<file path="config.mk">
export PLATFORM = sky130hd
export DESIGN_NAME = spi_page_writer
export DESIGN_NICKNAME = d
export VERILOG_FILES = /design/src/rtl/spi_page_writer.sv
export SDC_FILE = /design/constraint.sdc
export NUM_CORES = 1
export LEC_CHECK = 0
export BUFFER_PORTS_ARGS = -buffer_cell sky130_fd_sc_hd__clkbuf_2
export CAP_MARGIN = 15
export CORE_ASPECT_RATIO = 1.1
export CORE_MARGIN = 8
export CORE_UTILIZATION = 67
export DETAILED_ROUTE_END_ITERATION = 12
export PLACE_DENSITY_LB_ADDON = 0.3
export SLEW_MARGIN = 20
export SYNTH_ARGS = -nofsm -noshare
export SYNTH_HDL_FRONTEND = slang
export SYNTH_SLANG_ARGS = --single-unit
</file>
<file path="constraint.sdc">
create_clock -name clk -period 5.8 [get_ports clk]
set_clock_uncertainty 0.15 [all_clocks]
set_input_delay 0.87 -clock clk [delete_from_list [all_inputs] [get_ports clk]]
set_output_delay 0.87 -clock clk [all_outputs]
set_load 0.01 [all_outputs]
</file>
<file path="src/rtl/spi_page_writer.sv">
module spi_page_writer #(
  parameter int WORDS = 32,
  parameter int HALF = 2,
  parameter logic [7:0] OPCODE = 8'h02
) (
  input  logic        clk,
  input  logic        rst_n,
  input  logic        reg_we,
  input  logic [3:0]  reg_addr,
  input  logic [31:0] reg_wdata,
  output logic [31:0] reg_rdata,
  output logic        spi_sck,
  output logic        spi_cs_n,
  output logic        spi_mosi
);
  localparam int IW = $clog2(WORDS);
  localparam int PW = $clog2(WORDS + 1);
  localparam int NB_BUF = 32 + 32 * WORDS;
  localparam int NB_PIO = 40;
  localparam int BW = $clog2(NB_BUF);
  localparam int DW = $clog2(HALF);
  localparam logic [3:0] A_CMD = 4'd0, A_MODE = 4'd1, A_STAT = 4'd2, A_WBYTE = 4'd3,
                         A_PUSH = 4'd4, A_ADR0 = 4'd5, A_ADR3 = 4'd8;
  localparam logic [7:0] C_BUF = 8'h10, C_PIO = 8'h90;

  logic [31:0]   mem [WORDS];
  logic [PW-1:0] wptr;
  logic          mode_req, mode_act, err, busy, pio;
  logic [31:0]   addr;
  logic [7:0]    wbyte;
  logic [BW-1:0] bitcnt;
  logic [DW-1:0] div;

  wire wr_cmd = reg_we && reg_addr == A_CMD && !busy;
  wire go_buf = wr_cmd && reg_wdata[7:0] == C_BUF;
  wire ok_buf = go_buf && mode_act && wptr == PW'(WORDS);
  wire go_pio = wr_cmd && reg_wdata[7:0] == C_PIO;
  wire push   = reg_we && reg_addr == A_PUSH && !busy && mode_act && wptr != PW'(WORDS);
  wire swap   = !busy && mode_act != mode_req;
  wire tick   = busy && div == DW'(HALF - 1);
  wire last   = bitcnt == (pio ? BW'(NB_PIO - 1) : BW'(NB_BUF - 1));
  wire fin    = tick && spi_sck && last;

  logic [BW-4:0] bi, di;
  logic [7:0]    cur;
  logic [31:0]   word;
  assign bi = bitcnt[BW-1:3];
  assign di = bi - (BW-3)'(4);
  assign word = mem[IW'(di >> 2)];
  always_comb begin
    case (bi)
      '0:                 cur = OPCODE;
      (BW-3)'(1):         cur = addr[23:16];
      (BW-3)'(2):         cur = addr[15:8];
      (BW-3)'(3):         cur = addr[7:0];
      default:            cur = pio ? wbyte : word[{di[1:0], 3'b000} +: 8];
    endcase
  end

  assign spi_mosi = busy && cur[~bitcnt[2:0]];
  assign spi_cs_n = !busy;

  always_comb begin
    case (reg_addr)
      A_CMD:   reg_rdata = busy ? {24'h0, pio ? C_PIO : C_BUF} : 32'h0;
      A_MODE:  reg_rdata = {31'h0, mode_act};
      A_STAT:  reg_rdata = {31'h0, err};
      A_WBYTE: reg_rdata = {24'h0, wbyte};
      4'd5:    reg_rdata = {24'h0, addr[7:0]};
      4'd6:    reg_rdata = {24'h0, addr[15:8]};
      4'd7:    reg_rdata = {24'h0, addr[23:16]};
      A_ADR3:  reg_rdata = {24'h0, addr[31:24]};
      default: reg_rdata = 32'h0;
    endcase
  end

  always_ff @(posedge clk) if (push) mem[IW'(wptr)] <= reg_wdata;

  always_ff @(posedge clk or negedge rst_n) begin
    if (!rst_n) begin
      wptr <= '0; mode_req <= 1'b0; mode_act <= 1'b0; err <= 1'b0;
      addr <= '0; wbyte <= '0;
    end else begin
      if (reg_we && reg_addr == A_MODE) mode_req <= reg_wdata[0];
      if (!busy) mode_act <= mode_req;
      if (swap || (fin && !pio)) wptr <= '0;
      else if (push) wptr <= wptr + PW'(1);
      if (go_buf && !ok_buf) err <= 1'b1;
      else if (reg_we && reg_addr == A_STAT && reg_wdata[0]) err <= 1'b0;
      if (reg_we && !busy && reg_addr == A_WBYTE) wbyte <= reg_wdata[7:0];
      if (fin && pio) addr <= addr + 32'd1;
      else if (reg_we && !busy && reg_addr >= A_ADR0 && reg_addr <= A_ADR3)
        addr[{reg_addr[1:0] - 2'd1, 3'b000} +: 8] <= reg_wdata[7:0];
    end
  end

  always_ff @(posedge clk or negedge rst_n) begin
    if (!rst_n) begin
      busy <= 1'b0; pio <= 1'b0; spi_sck <= 1'b0; bitcnt <= '0; div <= '0;
    end else if (ok_buf || go_pio) begin
      busy <= 1'b1; pio <= go_pio; spi_sck <= 1'b0; bitcnt <= '0; div <= '0;
    end else if (busy) begin
      div <= tick ? '0 : div + DW'(1);
      if (tick) begin
        spi_sck <= !spi_sck;
        if (spi_sck) begin
          if (last) busy <= 1'b0;
          else bitcnt <= bitcnt + BW'(1);
        end
      end
    end
  end

  p_start_r4: assert property (@(posedge clk) disable iff (!rst_n)
    ok_buf |=> busy && !spi_cs_n && !pio);
  p_refuse_r6: assert property (@(posedge clk) disable iff (!rst_n)
    (go_buf && !ok_buf) |=> !busy && err);
  p_mode_hold_r2: assert property (@(posedge clk) disable iff (!rst_n)
    busy |=> $stable(mode_act));
  p_no_overflow_r8: assert property (@(posedge clk) disable iff (!rst_n)
    wptr <= PW'(WORDS));
  p_cs_sck_r11: assert property (@(posedge clk) disable iff (!rst_n)
    spi_cs_n |-> !spi_sck);
  p_mosi_hold_r11: assert property (@(posedge clk) disable iff (!rst_n)
    (spi_sck && $past(spi_sck)) |-> $stable(spi_mosi));
  p_busy_ignore_r12: assert property (@(posedge clk) disable iff (!rst_n)
    (busy && reg_we && reg_addr == A_WBYTE) |=> $stable(wbyte));
endmodule

</file>
# Yosys cells after proc, flatten, opt, wreduce, memory -nomap -nowiden
# Memory sizes are Yosys's and may differ from the RTL's.
# Index checks and enable logic that the tools add are counted.
# classes
add_sub_neg,7
n_lt_le_gt_ge,3
eq_ne,18
shift,3
muxes,33
n_bitwise,1
n_reduce_logical,41
# op_table
operator,count
2-to-1 mux 11 bit,6
2-to-1 mux 32 bit,2
one-hot mux 8 bit (8 select lines),1
"adder 32 x 1 -> 32 bit, second input constant",1
bitwise mux 32 bit,1
one-hot mux 8 bit (4 select lines),1
"variable shift 8 x 7 -> 32 bit, first input constant",1
variable part select 32 x 6 -> 8 bit,1
variable part select 8 x 7 -> 32 bit,1
logical AND 1 bit,25
2-to-1 mux 8 bit,3
"== test 4 x 3 -> 1 bit, second input constant",4
"== test 8 x 2 -> 1 bit, second input constant",2
2-to-1 mux 1 bit,16
2-to-1 mux 6 bit,2
nonzero test 2 bit,6
"adder 11 x 1 -> 11 bit, second input constant",1
== test 11 bit,1
"== test 4 x 2 -> 1 bit, second input constant",2
"== test 8 x 1 -> 1 bit, second input constant",1
"== test 8 x 5 -> 1 bit, second input constant",1
"== test 8 bit, second input constant",1
logical NOT 8 bit,1
negator 5 -> 7 bit,1
other kinds (20),24
# totals
register_bits,64
ram_bits,1024
input_bits,39
output_inout_bits,35
elab_cells,118
memories,1
# memory_table
name,depth,width,rd,rd_clocked_by_memory_dff,write_ports,line_no,rtl
mem,32,32,1,0,1,26,logic [31:0] mem [WORDS];

# Longest topological paths before layout
# depth
word_depth,9
depth_mapped,16
depth_no_buf,11

# Worst setup path before layout
# OpenSTA, ideal clock, no wires.
# synth_timing
path_type,register -> output
startpoint,register bitcnt[5]
endpoint,output spi_mosi
arrival_ns,3.278
required_ns,4.780
setup_slack_ns,1.502
stages_incl_launch_ff,16
path_buffers,4
cell_sequence,dfrtp_1 -> buf_4 -> inv_1 -> clkbuf_1 -> ha_1 -> xor2_2 -> buf_6 -> buf_6 -> nor2_1 -> nor4_2 -> a21oi_1 -> a32oi_1 -> o22ai_1 -> a2111oi_0 -> a211oi_1 -> o32ai_1
# synth_via
elab_chain_len,8
elab_cells_between_ends,12
classes_between,add/sub: 1; eq/ne: 3; shift: 1; mux: 4; reduce/logical: 2; memory: 1
# synth_lines
item,line_no,rtl
start: declaration,31,logic [BW-1:0] bitcnt;
start signal: assignment,108,else bitcnt <= bitcnt + BW'(1);
subtractor 7 x 3 -> 7 bit,48,assign di = bi - (BW-3)'(4);
memory (32 x 32 bit),--,
variable part select 32 x 6 -> 8 bit,56,"default: cur = pio ? wbyte : word[{di[1:0], 3'b000} +: 8];"
2-to-1 mux 8 bit,56,
one-hot mux 8 bit (4 select lines) *,51,case (bi)
binary-select mux 1 bit (select 3 bit) *,60,assign spi_mosi = busy && cur[~bitcnt[2:0]];
2-to-1 mux 1 bit (implied by the code) *,60,
logical AND 1 bit *,60,
end: declaration,14,output logic spi_mosi
# Every way passes the cells marked *; elsewhere a longest branch is shown, timed or not. The select of a mux whose other input is x is not followed.

# Worst setup path after layout
# Ends and elaborated chain as after synthesis.

==> run summary <==
Startpoint of the worst setup timing path: bitcnt[5]. The die height came out at 284 um. For this design, the slowest cell found on the critical path is sky130_fd_sc_hd__a2111oi_0. The share of the clock period used by the worst path after layout is 101%, and the count of state elements after synthesis is 1088.

The highest cell delay on the worst timing path works out to 0.71 ns. Summing all flip-flop and latch instances after layout gives 32400 um^2. For this configuration, the core starts out at a cell density of 67.6%.

In this run the count of I/O pins placed on the die edge is 74. The startpoint type of the worst setup path was a flop. Summed over all cells, the static leakage comes to 0.0161 uW.

The tools report the sum of net half-perimeters after detailed placement as 70100 um. TritonCTS built the clock tree. The number of stages on the worst setup path is 13. The tools report the kind of end point of the critical path as a primary output.

The count of endpoints failing setup in the final report was 1. The number of cell instances on the worst register-to-register path came out at 9. The time the final worst path needs with I/O delays and setup works out to 5.87 ns.

The area of the core is 65000 um^2, and the post-layout worst setup margin is -0.0750 ns. Final hold analysis gives a worst-case slack of 0.245 ns. For this run, the number of Yosys warnings is 0. The number of cells after detailed placement is 3185.

Summing all placed instances gives a cell area of 45700 um^2. The tree is rooted in a sky130_fd_sc_hd__clkbuf_16. Of the cells placed in the final design, the portion with a size suffix greater than 1 is 25.2%.

Summing the sequential cell areas from Yosys gives 73.7% of the chip area. Routability-driven placement finished with a final weighted congestion of 0.916. The number of input and output port buffers inserted is 49, and the area taken by multi-input logic gates is 11200 um^2.

In the synthesized netlist the async set-or-reset flop fraction comes to 5.88%. After technology mapping, the gate count stands at 2322. For the worst-skew pair, the clock arrives at the later sink with an insertion delay of 0.66 ns. Among all flip-flop cells after synthesis, the most frequent one is sky130_fd_sc_hd__edfxtp_1. The count of nets left with antenna violations once routing finished came out at 0. The run gives 104 as the largest net degree at the start of global routing.

The tools report the capture point of the worst path as spi_mosi. Category of cells accounting for the largest share of critical-path delay: compound AO/OA/AOI/OAI gates. The floorplan has 98 rows. Based on the critical path, the design can be clocked at up to 170 MHz.

For the pin with the worst max-slew slack, the measured transition is 1.19 ns. Traced cell by cell, the critical path runs through inv_1, ha_4, buf_4, buf_8, nor2_1, a221oi_1, a32oi_1, o22ai_1, a2111oi_0, a211oi_1, o32ai_2, buf_4, clkbuf_2. For the critical path arrival, the log shows 4.85 ns. Counting stages on the worst path, the most repeated cell is sky130_fd_sc_hd__buf_4.

The number of antenna violations at the first check in global routing came out at 0. The number of nets in the final layout is 2513, and the reg2reg setup slack is 1.77 ns. The routed layout has 25200 vias. In the final routed layout, each cell accounts on average for 37.4 um. The count of buffer and inverter cells on the critical path was 5; the H-tree depth was 3. The detailed router's first-iteration violation count is 4264, and the signed area change from the synthesized netlist to the final layout is 12.5%. The checks that failed: setup timing. The startpoint identified for the worst register-to-register timing path is bitcnt[4]. The relative slew slack was 20.8%. The peak fanout along the critical path came out at 12. The tree built by TritonCTS fans out to 1088 sinks. The run gives 0 as the post-route DRC violation count. The run gives 0 as the final number of max-transition violations. 0 antenna diodes ended up in the layout.

A synthesized cell averages 18.9 um^2. The class of the worst hold path was input pin to asynchronous set/reset pin. The tools report the final number of hold-violating endpoints as 0. In this run, CTS created clock tree buffers numbering 102.

The logs give 0 for the remaining global-route overflow and 0 for the count of maximum capacitance violations. STA puts the critical path data required time at 4.78 ns. With fillers left out, the area of the finished cells amounts to 49400 um^2.

The number of global-route vias before repair is 25600, and the first-pass iteration count of the detailed router is 6. The total negative slack was -0.0750 ns; the final wirelength was 127000 um. The worst setup path is of the flop to primary output kind.

The logs give 3419 for the number of fill cells in the layout and 179000 um for the first-pass GRT wire length. VDD sags by at most 0.326 mV. The horizontal die dimension is 260 um.

Counting flops with a built-in enable in the synthesized netlist gives 1024. In the routed layout, each cell is associated on average with a via count of 7.42. The logs give 43900 um^2 for the cell area after technology mapping and 3392 for the number of cells in the finished layout apart from fillers. Clock-pin slew was measured on the worst setup and hold paths at 0.06 ns. Prior to clock tree synthesis, the placed netlist has a worst setup slack of 0.333 ns. Global routing used 34.0% of the available tracks across all layers.

Endpoint of the most critical register-to-register path: addr[9]. Area of the die: 74000 um^2. The flow ran to the end, but the final reports show violations. The clock passes through at most 3 buffers. The number of distinct standard cells referenced by the synthesized netlist is 70. The power density over cell area was 385 nW/um^2.
synth_stat cells (5+ instances only):
library cell	n	area share [%]
sky130_fd_sc_hd__a2111oi_0	6	0.12
sky130_fd_sc_hd__a211oi_1	8	0.14
sky130_fd_sc_hd__a21oi_1	57	0.65
sky130_fd_sc_hd__a221oi_1	11	0.22
sky130_fd_sc_hd__a222oi_1	6	0.14
sky130_fd_sc_hd__a22oi_1	28	0.48
sky130_fd_sc_hd__a31oi_1	21	0.30
sky130_fd_sc_hd__a32oi_1	13	0.26
sky130_fd_sc_hd__and2_1	15	0.21
sky130_fd_sc_hd__and3_1	16	0.23
sky130_fd_sc_hd__and4_1	6	0.12
sky130_fd_sc_hd__buf_1	5	0.043
sky130_fd_sc_hd__buf_2	40	0.46
sky130_fd_sc_hd__buf_4	49	0.84
sky130_fd_sc_hd__clkbuf_1	48	0.41
sky130_fd_sc_hd__dfrtp_1	64	3.6
sky130_fd_sc_hd__edfxtp_1	1024	70
sky130_fd_sc_hd__ha_1	15	0.43
sky130_fd_sc_hd__inv_1	17	0.15
sky130_fd_sc_hd__mux2_2	16	0.41
sky130_fd_sc_hd__mux2i_1	36	0.82
sky130_fd_sc_hd__mux4_2	259	13
sky130_fd_sc_hd__nand2_1	185	1.6
sky130_fd_sc_hd__nand2b_1	6	0.085
sky130_fd_sc_hd__nand3_1	45	0.51
sky130_fd_sc_hd__nand4_1	24	0.34
sky130_fd_sc_hd__nor2_1	94	0.80
sky130_fd_sc_hd__nor2b_1	7	0.10
sky130_fd_sc_hd__nor3_1	18	0.21
sky130_fd_sc_hd__nor3b_1	5	0.085
sky130_fd_sc_hd__nor4_1	10	0.14
sky130_fd_sc_hd__o211ai_1	9	0.15
sky130_fd_sc_hd__o21ai_0	59	0.67
sky130_fd_sc_hd__o21ai_1	6	0.068
sky130_fd_sc_hd__o22ai_1	9	0.13
sky130_fd_sc_hd__o311ai_0	5	0.10
sky130_fd_sc_hd__o31ai_1	6	0.10
sky130_fd_sc_hd__xnor2_1	10	0.20
sky130_fd_sc_hd__xor2_1	9	0.18
flip-flops by register name (all words and copies together), names as in the netlist:
signal	count
bitcnt	11
mode_req	1
err	1
wptr	6
mem	1024
spi_sck	1
addr	32
mode_act	1
pio	1
div	1
wbyte	8
busy	1
layout by cell type, fill, tap and decap left out, types with 11 or more instances in the layout:
master / instances
sky130_fd_sc_hd__ha_1: 14
sky130_fd_sc_hd__edfxtp_1: 1024
sky130_fd_sc_hd__nand2_1: 182
sky130_fd_sc_hd__a22oi_1: 28
sky130_fd_sc_hd__mux2_2: 16
sky130_fd_sc_hd__buf_12: 27
sky130_fd_sc_hd__clkinv_2: 18
sky130_fd_sc_hd__a21oi_1: 56
sky130_fd_sc_hd__nand4_1: 24
sky130_fd_sc_hd__and2_1: 11
sky130_fd_sc_hd__o21ai_0: 59
sky130_fd_sc_hd__conb_1: 24
sky130_fd_sc_hd__nor2_4: 29
sky130_fd_sc_hd__mux4_2: 259
sky130_fd_sc_hd__clkbuf_16: 104
sky130_fd_sc_hd__clkinv_1: 24
sky130_fd_sc_hd__nor2_1: 66
sky130_fd_sc_hd__clkbuf_1: 18
sky130_fd_sc_hd__and3_1: 16
sky130_fd_sc_hd__a221oi_1: 11
sky130_fd_sc_hd__inv_1: 16
sky130_fd_sc_hd__bufinv_16: 11
sky130_fd_sc_hd__buf_4: 70
sky130_fd_sc_hd__nor3_1: 17
sky130_fd_sc_hd__nand3_1: 45
sky130_fd_sc_hd__a32oi_1: 13
sky130_fd_sc_hd__a31oi_1: 19
sky130_fd_sc_hd__mux2i_1: 36
sky130_fd_sc_hd__dfrtp_1: 62
sky130_fd_sc_hd__clkbuf_2: 49
repair_timing:
item / 4_1_cts / 5_1_grt
setup buffers: 4 / 13
hold buffers: 0 / 0
cloned: 2 / 1
resized for setup: 16 / 14
endpoints found under the setup margin: 1 / 1
pin swaps: 2 / 2
area by class of cell:
cell class,count,area share [%]
multi-input combinational,1097,22.6
clock buffer,122,5.38
clock inverter,65,1.26
inverter,17,0.129
tap,850,2.15
sequential,1088,65.5
timing repair buffer,153,2.92
metal layers:
metal / part of all wire [%] / GRT usage, % / vias up
met4: 6.6 / 18.6 / 0
li1: - / - / 9735
met3: 13 / 8.09 / 505
met2: 47 / 53.4 / 2252
met5: 0 / 0 / -
met1: 33 / 44.0 / 12700
through the flow:
stage	utilization, %	total power (uW)
2_1_floorplan	-	11100
3_3_place_gp	70.4	12100
3_5_place_dp	70.4	12200
4_1_cts	75.7	18800
5_1_grt	76.0	19400
6_report	76.0	19000
kinds of logic after synthesis:
kind of cell / share of synthesized area (%)
flops: 73.7
simple gates: 4.86
mux: 14.5
compound gates: 4.08
buf+inv: 1.97
xor+xnor: 0.453
fa+ha+maj: 0.427
other cells: 0.00854
worst min path at each step:
stage	slack (ns)	from	cells after the start	to
after CTS	0.29	rst_n	2	addr[24]
after global placement	0.32	err	2	err
after global routing	0.35	rst_n	2	addr[27]
after floorplan	0.30	err	2	err
after detailed placement	0.34	err	2	err
final	0.24	rst_n	2	addr[28]
power breakdown:
| part | switching, uW | internal, uW | total, uW |
|---|---|---|---|
| Combinational | 2070 | 1470 | 3530 |
| Sequential | 146 | 8640 | 8790 |
| Clock | 2910 | 3760 | 6660 |
Power figures use the tool's default switching activity.
